==> src/rtl/irq_stk_pkg.sv <==
package irq_stk_pkg;
  localparam int IDXW = 4;
  localparam int NBYTES = 9;

  typedef enum logic [2:0] {
    ST_IDLE, ST_PUSH, ST_VHI, ST_VLO, ST_VWAIT, ST_POP, ST_PWAIT
  } seqState_t;

  typedef struct packed {
    logic            load;
    logic            pushEn;
    logic [IDXW-1:0] pushK;
    logic            setMask;
    logic            setX;
    logic            spPushDone;
    logic            vecRd;
    logic            vecLo;
    logic            capHi;
    logic            capLo;
    logic            popRd;
    logic [IDXW-1:0] popJ;
    logic            capEn;
    logic [IDXW-1:0] capK;
    logic            spPopDone;
  } ctlStrb_t;
endpackage

==> src/rtl/irq_stk_ctrl.sv <==
module irq_stk_ctrl
  import irq_stk_pkg::*;
(
  input  logic     clk,
  input  logic     rstN,
  input  logic     startReq,
  input  logic     rtiReq,
  input  logic     xSrc,
  output ctlStrb_t strb,
  output logic     busy,
  output logic     done
);
  localparam logic [IDXW-1:0] LAST = IDXW'(NBYTES - 1);

  seqState_t       state;
  logic [IDXW-1:0] idx;
  logic            xLatch;
  logic            capV;
  logic [IDXW-1:0] capKq;

  assign busy = (state != ST_IDLE);

  always_ff @(posedge clk) begin
    if (!rstN) begin
      state  <= ST_IDLE;
      idx    <= '0;
      xLatch <= 1'b0;
      capV   <= 1'b0;
      capKq  <= '0;
      done   <= 1'b0;
    end else begin
      done  <= (state == ST_VWAIT) || (state == ST_PWAIT);
      capV  <= (state == ST_POP);
      capKq <= LAST - idx;
      unique case (state)
        ST_IDLE: begin
          idx <= '0;
          if (startReq) begin
            state  <= ST_PUSH;
            xLatch <= xSrc;
          end else if (rtiReq) begin
            state <= ST_POP;
          end
        end
        ST_PUSH: begin
          if (idx == LAST) begin
            state <= ST_VHI;
            idx   <= '0;
          end else begin
            idx <= idx + 1'b1;
          end
        end
        ST_VHI:   state <= ST_VLO;
        ST_VLO:   state <= ST_VWAIT;
        ST_VWAIT: state <= ST_IDLE;
        ST_POP: begin
          if (idx == LAST) begin
            state <= ST_PWAIT;
            idx   <= '0;
          end else begin
            idx <= idx + 1'b1;
          end
        end
        ST_PWAIT: state <= ST_IDLE;
        default:  state <= ST_IDLE;
      endcase
    end
  end

  always_comb begin
    strb = '0;
    unique case (state)
      ST_IDLE:  strb.load = startReq | rtiReq;
      ST_PUSH: begin
        strb.pushEn = 1'b1;
        strb.pushK  = idx;
        if (idx == LAST) begin
          strb.setMask    = 1'b1;
          strb.setX       = xLatch;
          strb.spPushDone = 1'b1;
        end
      end
      ST_VHI: strb.vecRd = 1'b1;
      ST_VLO: begin
        strb.vecRd = 1'b1;
        strb.vecLo = 1'b1;
        strb.capHi = 1'b1;
      end
      ST_VWAIT: strb.capLo = 1'b1;
      ST_POP: begin
        strb.popRd = 1'b1;
        strb.popJ  = idx;
        strb.capEn = capV;
        strb.capK  = capKq;
      end
      ST_PWAIT: begin
        strb.capEn     = capV;
        strb.capK      = capKq;
        strb.spPopDone = 1'b1;
      end
      default: strb = '0;
    endcase
  end

  // done is a single-cycle pulse
  assert_done_pulse_R8: assert property (@(posedge clk) disable iff (!rstN)
    done |=> !done);

  // a strobe seen while busy never restarts the sequence
  assert_busy_ignore_R7: assert property (@(posedge clk) disable iff (!rstN)
    (busy && state != ST_VWAIT && state != ST_PWAIT) |=> busy);
endmodule

==> src/rtl/irq_stk_dp.sv <==
module irq_stk_dp
  import irq_stk_pkg::*;
#(
  parameter int AW   = 16,
  parameter int DW   = 8,
  parameter int IBIT = 4,
  parameter int XBIT = 6
) (
  input  logic            clk,
  input  logic            rstN,
  input  ctlStrb_t        strb,
  input  logic [AW-1:0]   vecAddr,
  input  logic [2*DW-1:0] regPc,
  input  logic [2*DW-1:0] regIx,
  input  logic [2*DW-1:0] regIy,
  input  logic [DW-1:0]   regA,
  input  logic [DW-1:0]   regB,
  input  logic [DW-1:0]   regCcr,
  input  logic [AW-1:0]   spIn,
  input  logic [DW-1:0]   memRdata,
  output logic [AW-1:0]   memAddr,
  output logic [DW-1:0]   memWdata,
  output logic            memWe,
  output logic            memRe,
  output logic [2*DW-1:0] outPc,
  output logic [2*DW-1:0] outIx,
  output logic [2*DW-1:0] outIy,
  output logic [DW-1:0]   outA,
  output logic [DW-1:0]   outB,
  output logic [DW-1:0]   outCcr,
  output logic [AW-1:0]   outSp
);
  localparam logic [AW-1:0] FRAME = AW'(NBYTES);

  logic [AW-1:0] vecQ;

  function automatic logic [DW-1:0] frameByte(input logic [IDXW-1:0] k,
      input logic [2*DW-1:0] pc, input logic [2*DW-1:0] ix,
      input logic [2*DW-1:0] iy, input logic [DW-1:0] a,
      input logic [DW-1:0] b, input logic [DW-1:0] ccr);
    unique case (k)
      4'd0:    frameByte = pc[DW-1:0];
      4'd1:    frameByte = pc[2*DW-1:DW];
      4'd2:    frameByte = iy[DW-1:0];
      4'd3:    frameByte = iy[2*DW-1:DW];
      4'd4:    frameByte = ix[DW-1:0];
      4'd5:    frameByte = ix[2*DW-1:DW];
      4'd6:    frameByte = a;
      4'd7:    frameByte = b;
      default: frameByte = ccr;
    endcase
  endfunction

  always_comb begin
    memAddr  = '0;
    memWdata = '0;
    memWe    = strb.pushEn;
    memRe    = strb.vecRd | strb.popRd;
    if (strb.pushEn) begin
      memAddr  = outSp - AW'(strb.pushK);
      memWdata = frameByte(strb.pushK, outPc, outIx, outIy, outA, outB, outCcr);
    end else if (strb.vecRd) begin
      memAddr = vecQ + AW'(strb.vecLo);
    end else if (strb.popRd) begin
      memAddr = outSp + AW'(strb.popJ) + AW'(1);
    end
  end

  always_ff @(posedge clk) begin
    if (!rstN) begin
      outPc  <= '0;
      outIx  <= '0;
      outIy  <= '0;
      outA   <= '0;
      outB   <= '0;
      outCcr <= '0;
      outSp  <= '0;
      vecQ   <= '0;
    end else begin
      if (strb.load) begin
        outPc  <= regPc;
        outIx  <= regIx;
        outIy  <= regIy;
        outA   <= regA;
        outB   <= regB;
        outCcr <= regCcr;
        outSp  <= spIn;
        vecQ   <= vecAddr;
      end
      if (strb.setMask) begin
        outCcr[IBIT] <= 1'b1;
        if (strb.setX) outCcr[XBIT] <= 1'b1;
      end
      if (strb.spPushDone) outSp <= outSp - FRAME;
      if (strb.spPopDone)  outSp <= outSp + FRAME;
      if (strb.capHi) outPc[2*DW-1:DW] <= memRdata;
      if (strb.capLo) outPc[DW-1:0]    <= memRdata;
      if (strb.capEn) begin
        unique case (strb.capK)
          4'd0:    outPc[DW-1:0]    <= memRdata;
          4'd1:    outPc[2*DW-1:DW] <= memRdata;
          4'd2:    outIy[DW-1:0]    <= memRdata;
          4'd3:    outIy[2*DW-1:DW] <= memRdata;
          4'd4:    outIx[DW-1:0]    <= memRdata;
          4'd5:    outIx[2*DW-1:DW] <= memRdata;
          4'd6:    outA             <= memRdata;
          4'd7:    outB             <= memRdata;
          default: outCcr           <= memRdata;
        endcase
      end
    end
  end

  assert_we_re_excl_R2: assert property (@(posedge clk) disable iff (!rstN)
    !(memWe && memRe));

  assert_push_down_R1: assert property (@(posedge clk) disable iff (!rstN)
    (memWe && $past(memWe)) |-> (memAddr == $past(memAddr) - AW'(1)));

  assert_pop_up_R6: assert property (@(posedge clk) disable iff (!rstN)
    (strb.popRd && $past(strb.popRd)) |-> (memAddr == $past(memAddr) + AW'(1)));

  assert_mask_after_stack_R4: assert property (@(posedge clk) disable iff (!rstN)
    strb.setMask |=> outCcr[IBIT]);
endmodule

==> src/rtl/irq_ctx_stacker.sv <==
module irq_ctx_stacker
  import irq_stk_pkg::*;
#(
  parameter int AW   = 16,
  parameter int DW   = 8,
  parameter int IBIT = 4,
  parameter int XBIT = 6
) (
  input  logic            clk,
  input  logic            rstN,
  input  logic            startReq,
  input  logic            rtiReq,
  input  logic            xSrc,
  input  logic [AW-1:0]   vecAddr,
  input  logic [2*DW-1:0] regPc,
  input  logic [2*DW-1:0] regIx,
  input  logic [2*DW-1:0] regIy,
  input  logic [DW-1:0]   regA,
  input  logic [DW-1:0]   regB,
  input  logic [DW-1:0]   regCcr,
  input  logic [AW-1:0]   spIn,
  input  logic [DW-1:0]   memRdata,
  output logic [AW-1:0]   memAddr,
  output logic [DW-1:0]   memWdata,
  output logic            memWe,
  output logic            memRe,
  output logic [2*DW-1:0] outPc,
  output logic [2*DW-1:0] outIx,
  output logic [2*DW-1:0] outIy,
  output logic [DW-1:0]   outA,
  output logic [DW-1:0]   outB,
  output logic [DW-1:0]   outCcr,
  output logic [AW-1:0]   outSp,
  output logic            busy,
  output logic            done
);
  ctlStrb_t strb;

  irq_stk_ctrl u_ctrl (
    .clk(clk), .rstN(rstN), .startReq(startReq), .rtiReq(rtiReq),
    .xSrc(xSrc), .strb(strb), .busy(busy), .done(done)
  );

  irq_stk_dp #(.AW(AW), .DW(DW), .IBIT(IBIT), .XBIT(XBIT)) u_dp (
    .clk(clk), .rstN(rstN), .strb(strb), .vecAddr(vecAddr),
    .regPc(regPc), .regIx(regIx), .regIy(regIy), .regA(regA), .regB(regB),
    .regCcr(regCcr), .spIn(spIn), .memRdata(memRdata),
    .memAddr(memAddr), .memWdata(memWdata), .memWe(memWe), .memRe(memRe),
    .outPc(outPc), .outIx(outIx), .outIy(outIy), .outA(outA), .outB(outB),
    .outCcr(outCcr), .outSp(outSp)
  );

  assert_idle_quiet_R2: assert property (@(posedge clk) disable iff (!rstN)
    !busy |-> (!memWe && !memRe));
endmodule

==> config.mk <==
export PLATFORM = sky130hd
export DESIGN_NAME = irq_ctx_stacker
export DESIGN_NICKNAME = d
export VERILOG_FILES = /design/src/rtl/irq_stk_pkg.sv /design/src/rtl/irq_stk_ctrl.sv /design/src/rtl/irq_stk_dp.sv /design/src/rtl/irq_ctx_stacker.sv
export SDC_FILE = /design/constraint.sdc
export NUM_CORES = 1
export LEC_CHECK = 0
export BUFFER_PORTS_ARGS = -buffer_cell sky130_fd_sc_hd__buf_4
export CAP_MARGIN = 20
export CORE_UTILIZATION = 57
export CTS_CLUSTER_SIZE = 30
export DETAILED_ROUTE_END_ITERATION = 7
export PLACE_DENSITY_LB_ADDON = 0.1
export SETUP_SLACK_MARGIN = 0.2
export SYNTH_ARGS = -nofsm -noshare
export SYNTH_HDL_FRONTEND = slang
export SYNTH_SLANG_ARGS = --single-unit
export TNS_END_PERCENT = 50
==> constraint.sdc <==
create_clock -name clk -period 8.5 [get_ports clk]
set_clock_uncertainty 0.15 [all_clocks]
set_input_delay 0.85 -clock clk [delete_from_list [all_inputs] [get_ports clk]]
set_output_delay 0.85 -clock clk [all_outputs]
set_load 0.05 [all_outputs]
# After elaboration in Yosys (flattened, before gate mapping)
# Cells that the tools add are included.
# totals
mem_count	0
register_bits	118
latchBits	0
rom_bits	0
mem_bits_rw	0
# op_classes
n_div	0
reduce_logical	13
magnitude_cmp	0
n_addsub	8
eq_ne	24
shift	0
muxes	50
mul	0
n_bitwise	2
# ops
operator	n
$mux 16	12
$mux 8	19
$pmux 8 s8	1
$eq 4x3->1 const B	8
$add 16x1->16	1
$add 16x1->16 const B	1
$add 16x4->16	1
$add 16x4->16 const B	1
$eq 4x2->1 const B	4
$sub 16x4->16	1
$sub 16x4->16 const B	1
$mux 3	5
$pmux 3 s5	1
$mux 5	2
$eq 3x3->1 const B	3
$eq 4x1->1 const B	2
$logic_not 4->1	2
$pmux 4 s2	1
$reduce_or 8->1	1
$mux 1	7
$eq 3x2->1 const B	2
$reduce_bool 3->1	2
$reduce_or 2->1	3
$add 4x1->4 const B	1
other kinds (14)	15

# Depth between registers and ports, before layout
# depth
depth_word	7
mapped_depth	14
depth_no_buf	11

# Hierarchy
# From an unflattened synthesis, not the netlist that was laid out.
# hier_totals
cells_unflattened	968
area_unflattened_um2	7947.6
# modules_own_cells
mod	seq_area_each_um2	instances	cells_per_inst	area_each_um2
irq_stk_dp	2082.0	1	868	7131.8
irq_stk_ctrl	280.3	1	100	815.8

# Least setup slack after synthesis
# Ideal clock, no wire load.
# synth_timing
path_type	flip-flop to output port
from	reg u_ctrl.state[1]
to	out memAddr[11]
required_ps	7500
stages_incl_launch_ff	14
t_arrival_ps	3695
path_slack_ps	3805
cell_sequence	dfxtp_1 buf_2 or3b_1 buf_2 clkinv_2 buf_2 buf_2 nand2_1 ha_1 and4b_1 a211o_1 nor4_1 xnor2_1 o221ai_1
# synth_rtl
element	line	rtl
start, declared	irq_stk_ctrl.sv:15	seqState_t state;
start signal, assigned	irq_stk_ctrl.sv:25	state <= ST_IDLE;
start signal, assigned	irq_stk_ctrl.sv:39	state <= ST_PUSH;
start signal, assigned	irq_stk_ctrl.sv:42	state <= ST_POP;
$eq 3x1->1	irq_stk_ctrl.sv:72	unique case (state)
$mux 8	irq_stk_ctrl.sv:72	
via memWe	irq_ctx_stacker.sv:25	output logic memWe,
$mux 16	irq_stk_dp.sv:59	if (strb.pushEn) begin
end, declared	irq_ctx_stacker.sv:23	output logic [AW-1:0] memAddr,
# The timed path passes the listed nets, and every way through them passes these cells.

# Final worst setup path
# layout_timing
from	reg u_ctrl.idx[1]
to	out memAddr[10]
# layout_between
elab_chain_len	6
# layout_lines
element	line	rtl
start, declared	irq_stk_ctrl.sv:16	logic [IDXW-1:0] idx;
start signal, assigned	irq_stk_ctrl.sv:50	idx <= idx + 1'b1;
start signal, assigned	irq_stk_ctrl.sv:61	idx <= idx + 1'b1;
$mux 5	irq_stk_ctrl.sv:72	
$add 16x4->16	irq_stk_dp.sv:65	memAddr = outSp + AW'(strb.popJ) + AW'(1);
$add 16x1->16	irq_stk_dp.sv:65	
$mux 16	irq_stk_dp.sv:64	end else if (strb.popRd) begin
$mux 16	irq_stk_dp.sv:62	end else if (strb.vecRd) begin
$mux 16 *	irq_stk_dp.sv:59	
# Mark *: on every way between the ends. The rest lies on a longest branch, timed or not.

==> flow_summary.toml <==
[cells_and_area]
layout.nets = 1373
n_fill_cell = 1081
post-route-util_pct = 75.8
final_cell_mix = "240 x buf_4, 238 x nand2_1, 118 x dfxtp_1"
most_common_library_cell_in_the_layout_ignoring_fill_and_taps = "buf_4"
final_cell_area_sq_mm = 0.0100
drive_above_1_share_pct = 23.4
sequential_cell_area_sq_mm = 0.00236
flow.area_growth_from_synthesis_pct = 29.3
multi_input_comb_area_sq_mm = 0.00495
diodes = 0

[critical_path]
worst-r2r-setup-slack_ns = 4.83
worstPathRequired_ns = 7.50
cp-start-kind = "flop"
worst_setup_path_end_kind = "output pin"
timing_worst_setup_path_type = "flop to output pin"
reg2reg_from = "u_ctrl.state[2]"
crit_fanout = 21
critical_path.reg2reg.endpoint = "u_dp.outSp[4]"
ff2ff_path_depth = 7
worst_ep_arrival_time_ns = 4.07

[hold_path]
hold_path_startpoint = "u_ctrl.xLatch"
hp-class = "flop to flop"
min_to = "u_ctrl.xLatch"
whs_path_depth = 2

[grt]
antenna_violations_before_repair = 0
first_global_vias = 8105
first_pass_grt_wire_length_mm = 43.5
track_usage_pct = 39.4
grt_start_max_net_pins = 101
grt_overflow = 0

[placed_design]
io_buffers = 232
post-dp-hpwl_mm = 20.0
finalWeightedCongestion = 0.950
postPlaceCellArea_sq_mm = 0.00940

[logic_synthesis]
synth_top_cell_by_area = "dfxtp_1"
synth-edff-count = 0
synth.net_count = 1209
yosys-top-cells-area = "dfxtp_1 30%, nand2_1 12%, a311oi_1 8.2%"
syn_area_per_cell_sq_um = 7.23
postSynth.asyncResetShare_pct = 0
syn_inst = 1074
ys_seq_elements = 118
yosysTopAreaCellShare_pct = 30.4
post_synth_instance_area_sq_mm = 0.00776
synth_top_flop_cell = "dfxtp_1"
synthesis.yosys.warnings = 0
share_of_synthesized_area_occupied_by_flip_flops_and_latches_pct = 30.4
yosys.cell_types.count = 75

[route]
drt_iter0_drc = 1117
viasPerCell = 6.38
routed_wirelength_mm = 28.3
wl_per_cell_microns = 19.9
route.detailed.drc = 0
routed-via-count = 9092
detail-route-antenna-nets = 0
detailedRoute.firstPassIterationCount = 5

[run]
cap_viol_max_count = 0

[clocking]
cts_inserted_buffers = 17
clock_transition_at_the_register_clock_pins_on_the_worst_setup_and_hold_paths_after_cts_ns = 0.05
postCtsSetupRepairBufs = 0
clock_sink_count = 118
tritoncts = "done"
cts_resized = 0
clock_insertion_delay_worst_skew_ns = 0.42
htree_levels = 4
cts.root.buffer_cell = "clkbuf_16"
holdBufCountCts = 0
clockBufferDepth = 2

[timing]
finalHoldViolations = 0
worst_pin_slew_ns = 1.12
slew_headroom_pct = 25.4
total_negative_slack_ns = 0
final.period_utilization_pct = 59.7
setup_viol = 0
rsz0062_at_grt = "false"
fin_crit_ns = 5.07
pins_over_slew_limit = 0
fmax_ghz = 0.197

[die]
num_rows = 42
floorplan.core_area_sq_mm = 0.0132
fp.dieArea_sq_mm = 0.0141
top_level_ports = 233
initial_utilization_pct = 58.6
chipWidth_microns = 119
die_height_microns = 119

[power_and_ir_drop]
power_density_mw_per_mm2 = 234
cellLeakagePower_nw = 4.07
p_total_mw = 2.34
power.ir.vdd_worst_mv = 0.154

[status]
run_status = "complete, no violations"
[per-layer routing]
metal	routed length [microns]	GRT usage (%)	vias up
li1	-	-	4242
met5	0	0	-
met3	2470	7.24	112
met2	13500	65.5	585
met4	1470	21.0	0
met1	10900	48.3	4153
[where the power goes]
group          total (mW)  switching, mW  internal [mW]  leakage [nW]
Combinational       0.847          0.570          0.277          2.80
Sequential          0.730          0.111          0.619         0.971
Clock               0.766          0.270          0.496         0.295
[registers in the layout, indices dropped and copies added, names as in the netlist, 4 cells and up]
register	flops
u_dp.outB	8
u_ctrl.idx	4
u_ctrl.capKq	4
u_dp.vecQ	16
u_dp.outIx	16
u_dp.outSp	16
u_dp.outCcr	8
u_dp.outIy	16
u_dp.outPc	16
u_dp.outA	8
[layout make-up]
class	count	share of cell area [%]
clock buffers	19	4.41
clock inverters	12	1.78
inverters	20	0.761
multi-input cells	841	49.3
flip-flops and latches	118	23.5
well taps	176	2.19
repair buffers	240	18.0
[synthesized netlist by cell type, drive strengths merged, types with 4 or more instances]
master / count
nand2: 238
dfxtp: 118
nor2: 111
a311oi: 73
a21oi: 61
clkbuf: 60
o21ai: 46
buf: 35
nand3: 29
nor3: 23
xnor2: 18
xor2: 18
ha: 16
inv: 16
a221oi: 13
a31oi: 12
nand2b: 11
a211oi: 10
nor4: 9
mux2: 8
nand4: 8
nor2b: 8
o22ai: 8
a21o: 7
and3: 7
o211ai: 7
o221ai: 6
or3: 6
or4: 6
and2: 5
and4: 5
o31ai: 5
a211o: 4
a22o: 4
a22oi: 4
clkinv: 4
o2111ai: 4
[worst max path at each step]
stage | end | startpoint | slack (ns) | depth (start not counted)
2_1_floorplan | memAddr[11] | u_ctrl.state[1] | 3.80 | 13
3_3_place_gp | memAddr[10] | u_ctrl.idx[1] | 4.06 | 10
3_5_place_dp | memAddr[10] | u_ctrl.idx[1] | 4.00 | 10
4_1_cts | memAddr[10] | u_ctrl.idx[1] | 3.55 | 10
5_1_grt | memAddr[15] | u_ctrl.state[2] | 3.13 | 10
6_report | memAddr[10] | u_ctrl.idx[1] | 3.43 | 10
[cells by family after synthesis]
kind of cell / after synthesis / synth area share [%]
XOR/XNOR: 36 / 4.06
adder cells (fa/ha/maj): 18 / 3.09
buffers and inverters: 115 / 6.00
AND/OR/NAND/NOR: 482 / 27.6
AO/OA/AOI/OAI: 293 / 26.9
multiplexers: 12 / 1.84
flip-flops: 118 / 30.4
[worst max-delay path, cell delays in order (launching register included)]
cell and delay [ns]:
dfxtp_1 0.78, clkinv_1 0.47, nor2_1 0.35, inv_1 0.14, fa_1 0.45, a21o_1 0.19, a211oi_1 0.53, and3_1 0.25
o32ai_1 0.09, o21ai_0 0.14, buf_4 0.25
[metrics by stage]
step,hold WS (ns),cells,worst slack [ns]
5_1_grt,0.342,1426,3.13
4_1_cts,0.314,1425,3.55
6_report,0.313,1426,3.43
3_5_place_dp,0.304,1394,4.00
2_1_floorplan,0.286,1074,3.80
3_3_place_gp,0.303,1394,4.06
Note: power is estimated with default switching activity, not from simulation.
